File: config.mk
export PLATFORM = sky130hd
export DESIGN_NAME = cnt_capture_utimer
export DESIGN_NICKNAME = d
export VERILOG_FILES = /design/src/rtl/cnt_cap_pkg.sv /design/src/rtl/cap_trigger.sv /design/src/rtl/unit_timer.sv /design/src/rtl/capture_regs.sv /design/src/rtl/cnt_capture_utimer.sv
export SDC_FILE = /design/constraint.sdc
export NUM_CORES = 1
export LEC_CHECK = 0
export BUFFER_PORTS_ARGS = -buffer_cell sky130_fd_sc_hd__buf_2
export CORE_AREA = 2 2 124 126
export DETAILED_ROUTE_END_ITERATION = 8
export DIE_AREA = 0 0 126 128
export HOLD_SLACK_MARGIN = 0.12
export PLACE_DENSITY = 0.64
export SYNTH_ARGS = -nofsm -noshare
export SYNTH_HDL_FRONTEND = slang
export SYNTH_SLANG_ARGS = --single-unit
File: constraint.sdc
create_clock -name clk -period 2.7 [get_ports clk]
set_clock_uncertainty 0.15 [all_clocks]
set_input_delay 0 -clock clk [delete_from_list [all_inputs] [get_ports clk]]
set_output_delay 0 -clock clk [all_outputs]
set_load 0.1 [all_outputs]
File: src/rtl/cnt_cap_pkg.sv
package cnt_cap_pkg;

    localparam int DEF_CNT_W = 32;
    localparam int DEF_UT_W  = 32;
    localparam int DEF_N_EXT = 4;

    // unit timer control bundle
    typedef struct packed {
        logic run;       // timer advances
        logic snap;      // match takes a hold snapshot
        logic posrst;    // match requests position reset
    } ut_ctl_t;

    // index control bundle
    typedef struct packed {
        logic latch;     // index copies count to latch
        logic reload;    // index reload enabled
        logic to_ut;     // index reload also restarts timer
    } idx_ctl_t;

    function automatic logic edge_up(input logic cur, input logic prev);
        return cur & ~prev;
    endfunction

endpackage

File: src/rtl/cap_trigger.sv
module cap_trigger
    import cnt_cap_pkg::*;
#(
    parameter int N_EXT = DEF_N_EXT
) (
    input  logic             clk,
    input  logic             rst,
    input  logic             sw_hold,
    input  logic [N_EXT-1:0] ext_flag,
    input  logic [N_EXT-1:0] ext_en,
    output logic             hold_req
);
    logic [N_EXT-1:0] flag_q;
    logic [N_EXT-1:0] src_hit;

    for (genvar i = 0; i < N_EXT; i++) begin : g_src
        assign src_hit[i] = ext_en[i] & edge_up(ext_flag[i], flag_q[i]);
    end

    always_ff @(posedge clk) begin
        if (rst) begin
            flag_q   <= '0;
            hold_req <= 1'b0;
        end else begin
            flag_q   <= ext_flag;
            hold_req <= sw_hold | (|src_hit);
        end
    end

    // a flag held high cannot raise the request again
    p_held_flag_r2: assert property (@(posedge clk) disable iff (rst)
        (!sw_hold && ((ext_flag & ~flag_q & ext_en) == '0)) |=> !hold_req);

endmodule

File: src/rtl/unit_timer.sv
module unit_timer
    import cnt_cap_pkg::*;
#(
    parameter int UT_W = DEF_UT_W
) (
    input  logic            clk,
    input  logic            rst,
    input  ut_ctl_t         ctl,
    input  logic [UT_W-1:0] cmp,
    input  logic            wr,
    input  logic [UT_W-1:0] wdata,
    input  logic            idx_clr,
    input  logic            flag_clr,
    output logic [UT_W-1:0] count,
    output logic            hit,
    output logic            flag,
    output logic            posrst
);
    localparam logic [UT_W-1:0] ONE = {{(UT_W-1){1'b0}}, 1'b1};

    assign hit = ctl.run && (count == cmp);

    always_ff @(posedge clk) begin
        if (rst) begin
            count  <= '0;
            flag   <= 1'b0;
            posrst <= 1'b0;
        end else begin
            if (hit || idx_clr)
                count <= '0;
            else if (ctl.run)
                count <= count + ONE;
            else if (wr)
                count <= wdata;

            if (hit)
                flag <= 1'b1;
            else if (flag_clr)
                flag <= 1'b0;

            posrst <= hit & ctl.posrst;
        end
    end

    p_match_reload_r5: assert property (@(posedge clk) disable iff (rst)
        hit |=> (count == '0) && flag);

    p_flag_sticky_r10: assert property (@(posedge clk) disable iff (rst)
        (flag && !flag_clr) |=> flag);

    p_idle_hold_r9: assert property (@(posedge clk) disable iff (rst)
        (!ctl.run && !wr && !idx_clr) |=> $stable(count));

endmodule

File: src/rtl/capture_regs.sv
module capture_regs
    import cnt_cap_pkg::*;
#(
    parameter int CNT_W = DEF_CNT_W
) (
    input  logic             clk,
    input  logic             rst,
    input  logic [CNT_W-1:0] live,
    input  logic             take_hold,
    input  logic             take_latch,
    output logic [CNT_W-1:0] hold_val,
    output logic [CNT_W-1:0] latch_val
);
    always_ff @(posedge clk) begin
        if (rst) begin
            hold_val  <= '0;
            latch_val <= '0;
        end else begin
            if (take_hold)  hold_val  <= live;
            if (take_latch) latch_val <= live;
        end
    end
endmodule

File: src/rtl/cnt_capture_utimer.sv
module cnt_capture_utimer
    import cnt_cap_pkg::*;
#(
    parameter int CNT_W = DEF_CNT_W,
    parameter int UT_W  = DEF_UT_W,
    parameter int N_EXT = DEF_N_EXT
) (
    input  logic             clk,
    input  logic             rst,
    input  logic [CNT_W-1:0] live_cnt,
    input  logic             idx_rise,
    input  logic             idx_latch_en,
    input  logic             idx_reload_en,
    input  logic             idx_resets_ut,
    input  logic [N_EXT-1:0] ext_flag,
    input  logic [N_EXT-1:0] ext_en,
    input  logic             sw_hold,
    input  logic             ut_en,
    input  logic             ut_hold_en,
    input  logic             ut_posrst_en,
    input  logic [UT_W-1:0]  ut_cmp,
    input  logic             ut_wr,
    input  logic [UT_W-1:0]  ut_wdata,
    input  logic             ut_flag_clr,
    output logic [CNT_W-1:0] hold_val,
    output logic [CNT_W-1:0] latch_val,
    output logic             hold_req,
    output logic [UT_W-1:0]  ut_count,
    output logic             ut_flag,
    output logic             pos_rst_req
);
    ut_ctl_t  ut_ctl;
    idx_ctl_t idx_ctl;
    logic     ut_hit;
    logic     take_hold;
    logic     take_latch;
    logic     idx_clr;

    assign ut_ctl  = '{run: ut_en, snap: ut_hold_en, posrst: ut_posrst_en};
    assign idx_ctl = '{latch: idx_latch_en, reload: idx_reload_en, to_ut: idx_resets_ut};

    assign idx_clr    = idx_rise & idx_ctl.reload & idx_ctl.to_ut;
    assign take_latch = idx_rise & idx_ctl.latch;
    assign take_hold  = hold_req | (ut_hit & ut_ctl.snap);

    cap_trigger #(.N_EXT(N_EXT)) u_trig (
        .clk      (clk),
        .rst      (rst),
        .sw_hold  (sw_hold),
        .ext_flag (ext_flag),
        .ext_en   (ext_en),
        .hold_req (hold_req)
    );

    unit_timer #(.UT_W(UT_W)) u_ut (
        .clk      (clk),
        .rst      (rst),
        .ctl      (ut_ctl),
        .cmp      (ut_cmp),
        .wr       (ut_wr),
        .wdata    (ut_wdata),
        .idx_clr  (idx_clr),
        .flag_clr (ut_flag_clr),
        .count    (ut_count),
        .hit      (ut_hit),
        .flag     (ut_flag),
        .posrst   (pos_rst_req)
    );

    capture_regs #(.CNT_W(CNT_W)) u_cap (
        .clk        (clk),
        .rst        (rst),
        .live       (live_cnt),
        .take_hold  (take_hold),
        .take_latch (take_latch),
        .hold_val   (hold_val),
        .latch_val  (latch_val)
    );

    p_hold_copy_r1: assert property (@(posedge clk) disable iff (rst)
        hold_req |=> (hold_val == $past(live_cnt)));

    p_index_latch_r4: assert property (@(posedge clk) disable iff (rst)
        (idx_rise && idx_latch_en) |=> (latch_val == $past(live_cnt)));

    p_timer_snap_r6: assert property (@(posedge clk) disable iff (rst)
        (ut_hit && ut_hold_en) |=> (hold_val == $past(live_cnt)));

    p_posrst_flag_r7: assert property (@(posedge clk) disable iff (rst)
        pos_rst_req |-> ut_flag);

endmodule

== After elaboration in Yosys (flattened, before gate mapping) ==
Cells that the tools add are included.
Word-level totals
  flip-flop bits (word level): 103
  latch bits: 0
  bits in writable memories: 0
  memory bits (read-only): 0
  output and inout bits: 99
  memories: 0
Cells by class
  $add $sub $neg: 1
  $mul: 0
  divide/modulo/power cells: 0
  order comparisons: 0
  eq/ne operators: 1
  shift operators: 0
  muxes and demuxes: 4
  bitwise operators: 19
  reduce and logical (&&, ||, !) cells: 6
Operators by type and width (number)
  $mux 32: 2
  $add 32x1->32 const B: 1
  $eq 32x32->1: 1
  $and 1x1->1: 13
  $not 1->1: 4
  $reduce_bool 2->1: 2
  $reduce_or 4->1: 1
  $mux 1: 2
  $or 1x1->1: 2
  $reduce_or 2->1: 1
  $logic_and 1x1->1: 1
  $logic_or 1x1->1: 1

== Longest topological paths before layout ==
Gate-level depths: netlist of run 1.
  depth in word-level cells: 5
  mapped depth: 8
  gate-level depth less buffers: 6

== By module ==
A second synthesis of run 1 with hierarchy kept.
Unflattened totals
  cells, all modules: 524
  area, all modules: 4807.1 µm²
By module, submodules not included
  capture_regs: instances 1, cells an instance 207, area an instance 2339.7 µm², sequential area each 1281.2 µm²
  unit_timer: instances 1, cells an instance 298, area an instance 2282.2 µm², sequential area each 680.7 µm²
  cap_trigger: instances 1, cells an instance 16, area an instance 165.2 µm², sequential area each 100.1 µm²
  cnt_capture_utimer: instances 1, cells an instance 3, area an instance 20.0 µm², sequential area each 0.0 µm²

== Worst setup path after synthesis of run 1 ==
No wires, ideal clock.
  kind: register to register
  start point: reg u_ut.count[0]
  end point: reg u_ut.count[30]
  setup time: 0.096 ns
  data arrival time: 2.610 ns
  data required time: 2.454 ns
  setup slack: -0.156 ns
  cell stages (with the launch flop): 8
  buffers on the path: 1
  clock period less this slack: 2.856 ns
  cell sequence: dfxtp_1 -> ha_1 -> and4_1 -> clkbuf_1 -> nand3_1 -> nor3_2 -> a311oi_1 -> nor4b_1
On the way
  word-level cells in the longest chain between the ends: 4
  elaborated cells between the ends (all ways): 6
  those cells by class: 1 x add/sub; 1 x eq/ne; 1 x mux; 3 x reduce/logical
RTL lines
  start, declared: RTL line unit_timer.sv:14  | output logic [UT_W-1:0] count,
  start signal, assigned: RTL line unit_timer.sv:32  | count <= count + ONE;
  start signal, assigned: RTL line unit_timer.sv:34  | count <= wdata;
  parallel branches: the longest is 4 deep, another holds $add 32x1->32
Several ways; the timed one is not identified.
A chain may end at the register's enable or synchronous reset.

== Final worst setup path of run 1 ==
  start point: reg u_ut.count[9]
  end point: reg u_ut.count[25]
Same word-level chain as after synthesis.

==> results.rst, run 1 <==
.. list-table::
   :header-rows: 1

   * - Metric
     - Value
   * - Cell-by-cell trace of the critical path
     - nand3_1, nor4_4, buf_4, and3_1, a21oi_1, dlygate4sd3_1, and3_1
   * - All-Layer GR Usage
     - 0.2130
   * - Post-synth cell types
     - slightly below 60
   * - Postcts setup bufs
     - 0
   * - FF-to-FF setup slack
     - 0.16 ns
   * - DRC violations left
     - 0
   * - RSZ-0062 raised after global routing
     - no
   * - Clock buffer count from CTS
     - 9
   * - Setup WS pre-CTS
     - 0.4334 ns
   * - CTS max path bufs
     - 2
   * - Core Area
     - 0.01486 sq mm
   * - Final period utilization
     - 0.9417
   * - Maximum ir drop on the vdd rail
     - between 0.3 and 0.4 mV
   * - Mean cell area of the mapped netlist
     - 8.560 sq um
   * - Count of flip-flops with a built-in enable after synthesis
     - 0
   * - Top area cells in the synthesized netlist
     - sky130_fd_sc_hd__dfxtp_1 (40%), sky130_fd_sc_hd__nand2b_1 (8.8%), sky130_fd_sc_hd__mux2i_1 (6.5%), sky130_fd_sc_hd__nand2_1 (5.9%), sky130_fd_sc_hd__a21oi_1 (4.9%)
   * - Synthesis-stage register bit count
     - 103
   * - Final estimated routing congestion in global placement
     - 0.8376
   * - Clock slew at reported path FFs
     - 0.09 ns
   * - Clock net sink count
     - 103
   * - Hold Vio Cnt, Final
     - 0
   * - Yosys warning count
     - 0
   * - P&R area growth vs syn
     - 53.83%
   * - Fraction of final layout cells sized beyond drive strength 1
     - 0.2912
   * - Seq/Total Area, Yosys
     - 0.4028
   * - Number of antenna violations at the first check in global routing
     - 0
   * - Peak per-stage delay on the critical path
     - 0.56 ns
   * - Full die area
     - 0.01613 sq mm
   * - Most frequent cell on the critical path
     - sky130_fd_sc_hd__and3_1
   * - Synth Instances
     - 598
   * - Type of element capturing the critical path
     - register
   * - Leakage power total
     - approximately 3.6 nW
   * - Data arrival at the endpoint of the critical path
     - 2.64 ns
   * - Period minus WS final
     - 2.542 ns
   * - Die height
     - between 100 and 150 um
   * - Overall overflow remaining after global route
     - 0
   * - Largest area contributor in the synthesized netlist
     - sky130_fd_sc_hd__dfxtp_1
   * - Detail Route Antenna Nets
     - 0
   * - Cell at the slowest stage of the critical path
     - sky130_fd_sc_hd__dlygate4sd3_1
   * - Most common cell after layout, fill and taps aside
     - sky130_fd_sc_hd__buf_2
   * - Count of H-tree levels built during CTS
     - 3
   * - Wire length of the first global-routing pass
     - approximately 28000 um
   * - DRC violation total after the first TritonRoute iteration
     - 304
   * - Power per standard cell area
     - around 550 mW/mm^2
   * - Largest fanout on the critical path
     - 9
   * - Detail Placement HPWL
     - 11930 um
   * - Maximum number of pins on one net before global-route repair
     - 104
   * - CTS tree
     - yes
   * - Worst setup margin
     - 0.1575 ns
   * - Path type of the worst min-delay path
     - in2reg
   * - Async S/R FF share, synth
     - 0
   * - Setup tns final
     - 0 ns
   * - Buffer and inverter count on the worst path
     - 2
   * - Post-synthesis net count
     - slightly above 700
   * - Area share of the largest cell type after synthesis
     - 0.4028
   * - Clock root buffer
     - sky130_fd_sc_hd__clkbuf_16
   * - Via density per instance
     - 5.064
   * - Starting density of the core
     - 0.3444
   * - Port bufs
     - approximately 210
   * - Startpoint kind of the worst setup timing path
     - register
   * - Class of the most critical setup path
     - reg2reg
   * - Max Fclk
     - 0.3933 GHz
   * - Antenna diode count
     - 0
   * - Dominant register cell in the synthesized netlist
     - sky130_fd_sc_hd__dfxtp_1
   * - Count of pins on the block boundary
     - approximately 220
   * - Max-slew headroom
     - 0.4510
   * - Chip width
     - 126 um
   * - Source-to-sink clock delay at the later pin of the worst-skew pair
     - 0.36 ns
   * - Drt wl/cell
     - 16.01 um
   * - Post-Route WL
     - around 18000 um
   * - Setup violation total in the final timing report
     - 0
   * - FP Rows
     - 45
   * - Pre-Repair DR Iteration Count
     - 5
   * - Number of max-capacitance violations reported
     - 0
   * - Via count of the first global-routing pass
     - roughly 5400
   * - Most used cells in the layout excluding fill and tap cells
     - sky130_fd_sc_hd__buf_2 (214), sky130_fd_sc_hd__dlygate4sd3_1 (114), sky130_fd_sc_hd__dfxtp_1 (94)
   * - Actual transition at the worst max-transition pin
     - 0.8215 ns
   * - Final nets
     - 1029
   * - Cell area after technology mapping
     - 0.005119 sq mm
   * - Via Count
     - 5596
   * - Data required time at the worst endpoint
     - 2.80 ns
   * - Count of final max-slew check failures
     - 0
   * - Outcome
     - complete, no violations
   * - Cell family with most CP delay
     - simple AND/OR/NAND/NOR gates
## Yosys cell counts (3+ instances only)
library cell	instances
sky130_fd_sc_hd__clkbuf_1	33
sky130_fd_sc_hd__o22ai_1	3
sky130_fd_sc_hd__dfxtp_1	103
sky130_fd_sc_hd__nor2b_1	13
sky130_fd_sc_hd__o2111a_1	3
sky130_fd_sc_hd__and2_1	4
sky130_fd_sc_hd__and4_1	7
sky130_fd_sc_hd__nor3_1	5
sky130_fd_sc_hd__nand2_1	81
sky130_fd_sc_hd__nor4_2	3
sky130_fd_sc_hd__nor2_1	27
sky130_fd_sc_hd__mux2i_1	33
sky130_fd_sc_hd__buf_2	3
sky130_fd_sc_hd__a211o_1	5
sky130_fd_sc_hd__and4b_1	3
sky130_fd_sc_hd__buf_6	4
sky130_fd_sc_hd__o21ai_0	12
sky130_fd_sc_hd__a311oi_1	4
sky130_fd_sc_hd__inv_1	9
sky130_fd_sc_hd__a21boi_0	6
sky130_fd_sc_hd__nand4_1	11
sky130_fd_sc_hd__nand2b_1	72
sky130_fd_sc_hd__nor4_1	3
sky130_fd_sc_hd__and3_1	15
sky130_fd_sc_hd__xnor2_1	20
sky130_fd_sc_hd__nand3_1	12
sky130_fd_sc_hd__nor3b_1	6
sky130_fd_sc_hd__a21oi_1	50
sky130_fd_sc_hd__a31oi_1	5
sky130_fd_sc_hd__a41oi_1	3
## area by class of cell
type / count / area [sq um]
Timing Repair Buffer: 344 / 2345
Inverter: 9 / 33.78
Clock inverter: 7 / 101.3
Multi-Input combinational cell: 445 / 2860
Fill cell: 1372 / 6990
Sequential cell: 103 / 2073
Clock buffer: 9 / 225.2
Tap cell: 188 / 235.2
## worst reg2reg max path: stages, from the launching register on
cell and delay (ns):
sky130_fd_sc_hd__dfxtp_1 0.50, sky130_fd_sc_hd__nand3_1 0.23, sky130_fd_sc_hd__nor4_4 0.37, sky130_fd_sc_hd__buf_4 0.21, sky130_fd_sc_hd__and3_1 0.18, sky130_fd_sc_hd__a21oi_1 0.07
sky130_fd_sc_hd__dlygate4sd3_1 0.56, sky130_fd_sc_hd__and3_1 0.17
## per-layer routing
| layer | share of wire | track usage | up-vias |
|---|---|---|---|
| met5 | 0 | 0 | - |
| met4 | 0.022 | 0.06723 | 0 |
| met3 | 0.084 | 0.06636 | 25 |
| met2 | 0.47 | 0.3608 | 253 |
| met1 | 0.42 | 0.2592 | 2592 |
| li1 | - | - | 2726 |
## where the power goes
part	internal [mW]	switching [mW]	total (mW)
sequential	1.61	0.0811	1.69
clock	0.676	0.705	1.38
combinational	0.384	0.911	1.30
## stage by stage
step / util / instances / instance area (sq um) / hold WS, ns / total power [mW]
floorplan: - / 598 / 5129 / -0.02406 / 2.608
global placement: 0.4296 / 975 / 6386 / 0.07532 / 2.881
detailed placement: 0.4296 / 975 / 6386 / 0.08044 / 2.883
CTS: 0.5284 / 1105 / 7854 / 0.1733 / 4.391
global route: 0.5297 / 1105 / 7874 / 0.2123 / 4.529
finish: 0.5297 / 1105 / 7874 / 0.1797 / 4.366
## state kept, by name, indices dropped and copies added, names as in the netlist
signal,flops
u_cap.hold_val,32
u_cap.latch_val,32
u_trig.flag_q,4
u_trig.hold_req,1
u_ut.count,32
u_ut.flag,1
u_ut.posrst,1
## path summary, 6_finish.rpt
path                                        start  cells after the start                         endpoint
hold reg to reg   u_cap.hold_val[20]$_SDFFE_PP0P_                      2  u_cap.hold_val[20]$_SDFFE_PP0P_
hold / removal                                rst                      3       u_trig.hold_req$_SDFF_PP0_
setup reg to reg       u_ut.count[9]$_SDFFE_PP0P_                      7      u_ut.count[25]$_SDFFE_PP0P_
setup / recovery       u_ut.count[9]$_SDFFE_PP0P_                      7      u_ut.count[25]$_SDFFE_PP0P_
## what timing repair did
item                                   4_1_cts  5_1_grt
resized for setup                            0        4
hold buffers                               114        0
setup endpoints to repair                    0        3
endpoints found under the hold margin      103        0
## kinds of logic after synthesis
family | share of synthesized area
buffers and inverters | 0.04326
adders and majority gates | 0.002444
and+or+nand+nor | 0.2931
AOI/OAI and AO/OA | 0.1579
xor gates and xnor gates | 0.03593
muxes | 0.06453
DFF | 0.4028
Note: power is estimated with default switching activity, not from simulation.
==> run 2: changes to the inputs <==
- CORE_AREA: 2 2 124 126 -> 2 2 105 107
- CTS_BUF_LIST: default -> sky130_fd_sc_hd__clkbuf_8
- DIE_AREA: 0 0 126 128 -> 0 0 107 109
- PLACE_DENSITY: 0.64 -> 0.84
==> run 2 against run 1 <==
Net effect: combinational power barely moved; sequential share of layout area fell by 0.10 points; clock-buffer cell count did not move; non-clock buffer count rose by 21; critical path depth did not move; worst hold slack got worse by 0.056 ns; register-to-register slack got worse by 0.04 ns; via count rose by 9.2%; core utilization rose by 22 points; worst setup slack got worse by 0.040 ns; fmax fell by 1.6%; critical endpoint is now u_ut.count[17]$_SDFFE_PP0P_; largest power group unchanged.
==> results.rst, run 2 (synthesis results as in run 1) <==
.. list-table::
   :header-rows: 1

   * - Metric
     - Value
   * - All-Layer GR Usage
     - 0.3241
   * - DRC violations left
     - 0
   * - Count of pins on the block boundary
     - 215
   * - Clock net sink count
     - roughly 100
   * - Filler Cells Inserted
     - 698
   * - Pre-Repair DR Iteration Count
     - 6
   * - Outcome
     - complete, no violations
   * - Detail Route Antenna Nets
     - 0
   * - Via density per instance
     - 5.668
   * - Detail Placement HPWL
     - 11170 um
   * - Class of the most critical setup path
     - reg2reg
   * - Count of final max-slew check failures
     - 0
   * - RSZ-0062 raised after global routing
     - yes
   * - Most used cells in the layout excluding fill and tap cells
     - sky130_fd_sc_hd__buf_2 (214), sky130_fd_sc_hd__dlygate4sd3_1 (131), sky130_fd_sc_hd__dfxtp_1 (95)
   * - Final estimated routing congestion in global placement
     - 0.9416
   * - Power per standard cell area
     - 515.6 mW/mm^2
   * - Max-slew headroom
     - 0.4616
   * - Total Power
     - ~4 mW
   * - Period minus WS final
     - 2.583 ns
   * - Post-Route WL
     - 19430 um
   * - Final period utilization
     - 0.9566
   * - Largest fanout on the critical path
     - 9
   * - Leakage power total
     - 3.681 nW
   * - Clock slew at reported path FFs
     - approximately 0.11 ns
   * - Type of element capturing the critical path
     - register
   * - FF-to-FF setup slack
     - about 0.12 ns
   * - Clock buffer count from CTS
     - 9
   * - Final Non-Filler Cells
     - between 1000 and 1500
   * - P&R area growth vs syn
     - 54.34%
   * - Maximum ir drop on the vdd rail
     - 0.3635 mV
   * - Antenna diode count
     - 0
   * - Full die area
     - 0.01166 sq mm
   * - Most common cell after layout, fill and taps aside
     - sky130_fd_sc_hd__buf_2
   * - Via Count
     - 6110
   * - Placed cell count
     - 927
   * - Final nets
     - 1050
   * - Setup violation total in the final timing report
     - 0
   * - Count of H-tree levels built during CTS
     - 3
   * - Clock root buffer
     - sky130_fd_sc_hd__clkbuf_8
   * - Actual transition at the worst max-transition pin
     - just over 0.8 ns
   * - Starting density of the core
     - 0.4828
   * - Post-route worst hold slack
     - 0.1233 ns
   * - Hold Vio Cnt, Final
     - 0
   * - FP Rows
     - 38
   * - CTS max path bufs
     - 2
   * - Path type of the worst min-delay path
     - in2reg
   * - Source-to-sink clock delay at the later pin of the worst-skew pair
     - ~0.38 ns
   * - Core Area
     - ~0.011 sq mm
   * - Fraction of final layout cells sized beyond drive strength 1
     - 0.2878
   * - Max Fclk
     - about 0.39 GHz
   * - Wire length of the first global-routing pass
     - approximately 30000 um
   * - Chip width
     - 107 um
   * - Reg2reg start
     - u_ut.count[5]$_SDFFE_PP0P_
   * - Start point of the worst hold path
     - idx_reload_en
   * - Setup tns final
     - 0 ns
   * - CTS tree
     - yes
   * - Largest registers ranked by flip-flop count
     - u_cap.hold_val (32), u_cap.latch_val (32), u_ut.count (32)
   * - DRC violation total after the first TritonRoute iteration
     - 455
   * - Maximum number of pins on one net before global-route repair
     - roughly 100
   * - Via count of the first global-routing pass
     - roughly 6100
   * - Number of max-capacitance violations reported
     - 0
   * - Data required time at the worst endpoint
     - 2.82 ns
   * - Drt wl/cell
     - 18.03 um
   * - Critical Path Source
     - u_ut.count[5]$_SDFFE_PP0P_
   * - Die height
     - approximately 110 um
   * - Port bufs
     - 214
   * - Overall overflow remaining after global route
     - 0
   * - Number of antenna violations at the first check in global routing
     - 1
   * - Data arrival at the endpoint of the critical path
     - about 2.7 ns
   * - Startpoint kind of the worst setup timing path
     - register
run 2: cell types whose count changed in the layout (fill, tap and decap cells not counted), moves of 2 or more:
| cell | delta |
|---|---|
| sky130_fd_sc_hd__clkbuf_8 | +9 |
| sky130_fd_sc_hd__dlygate4sd3_1 | +17 |
| sky130_fd_sc_hd__clkbuf_16 | -9 |
| sky130_fd_sc_hd__clkinv_8 | -5 |
| sky130_fd_sc_hd__nand3_1 | +2 |
| sky130_fd_sc_hd__inv_6 | +3 |
| sky130_fd_sc_hd__buf_4 | +4 |
| sky130_fd_sc_hd__nand3_2 | -2 |
run 2: per-stage QoR:
step | util | setup WS (ns) | cell area, sq um
global placement | 0.5966 | 0.4213 | 6326
detailed placement | 0.5966 | 0.3791 | 6326
finish | 0.7451 | 0.1173 | 7900
global route | 0.7451 | -0.05357 | 7900
floorplan | - | 0.0003622 | 5129
CTS | 0.7400 | 0.05113 | 7846
run 2: repair_timing:
| item | 4_1_cts | 5_1_grt |
|---|---|---|
| endpoints found under the setup margin | 0 | 7 |
| hold endpoints to repair | 103 | 0 |
| gates resized for setup | 0 | 4 |
| hold buffers | 131 | 0 |
| setup buffers | 0 | 4 |
run 2: power by group:
part	internal [mW]	total [mW]	switching, mW	leakage (nW)
Clock	0.451	1.05	0.595	0.107
Sequential	1.61	1.69	0.0839	0.849
Combinational	0.401	1.33	0.934	2.73
run 2: worst max-delay path, stage by stage (launching register included):
cell	delay (ns)
sky130_fd_sc_hd__dfxtp_1	0.51
sky130_fd_sc_hd__xor2_1	0.13
sky130_fd_sc_hd__a211o_1	0.31
sky130_fd_sc_hd__nor4_4	0.26
sky130_fd_sc_hd__buf_4	0.18
sky130_fd_sc_hd__a31oi_2	0.17
sky130_fd_sc_hd__nor3b_1	0.20
sky130_fd_sc_hd__dlygate4sd3_1	0.57
run 2: layout make-up:
class	instances	area (sq um)	share of cell area
inverter	9	33.78	0.004276
multi-input combinational	445	2865	0.3627
clock buffer	9	123.9	0.01568
tap	140	175.2	0.02217
sequential	103	2072	0.2623
clock inverter	7	85.08	0.01077
timing repair buffer	365	2545	0.3221
run 2: layer usage:
layer | global-route usage | share of wire
met5 | 0 | 0
met4 | 0.1929 | 0.045
met3 | 0.07830 | 0.096
met2 | 0.5696 | 0.49
met1 | 0.3560 | 0.37
run 2: final timing paths:
kind                            depth (start not counted)                               to
worst max-delay path                                    7      u_ut.count[17]$_SDFFE_PP0P_
worst min-delay path                                    5      u_ut.count[26]$_SDFFE_PP0P_
worst max register to register                          7      u_ut.count[17]$_SDFFE_PP0P_
worst min register to register                          2  u_cap.latch_val[6]$_SDFFE_PP0P_
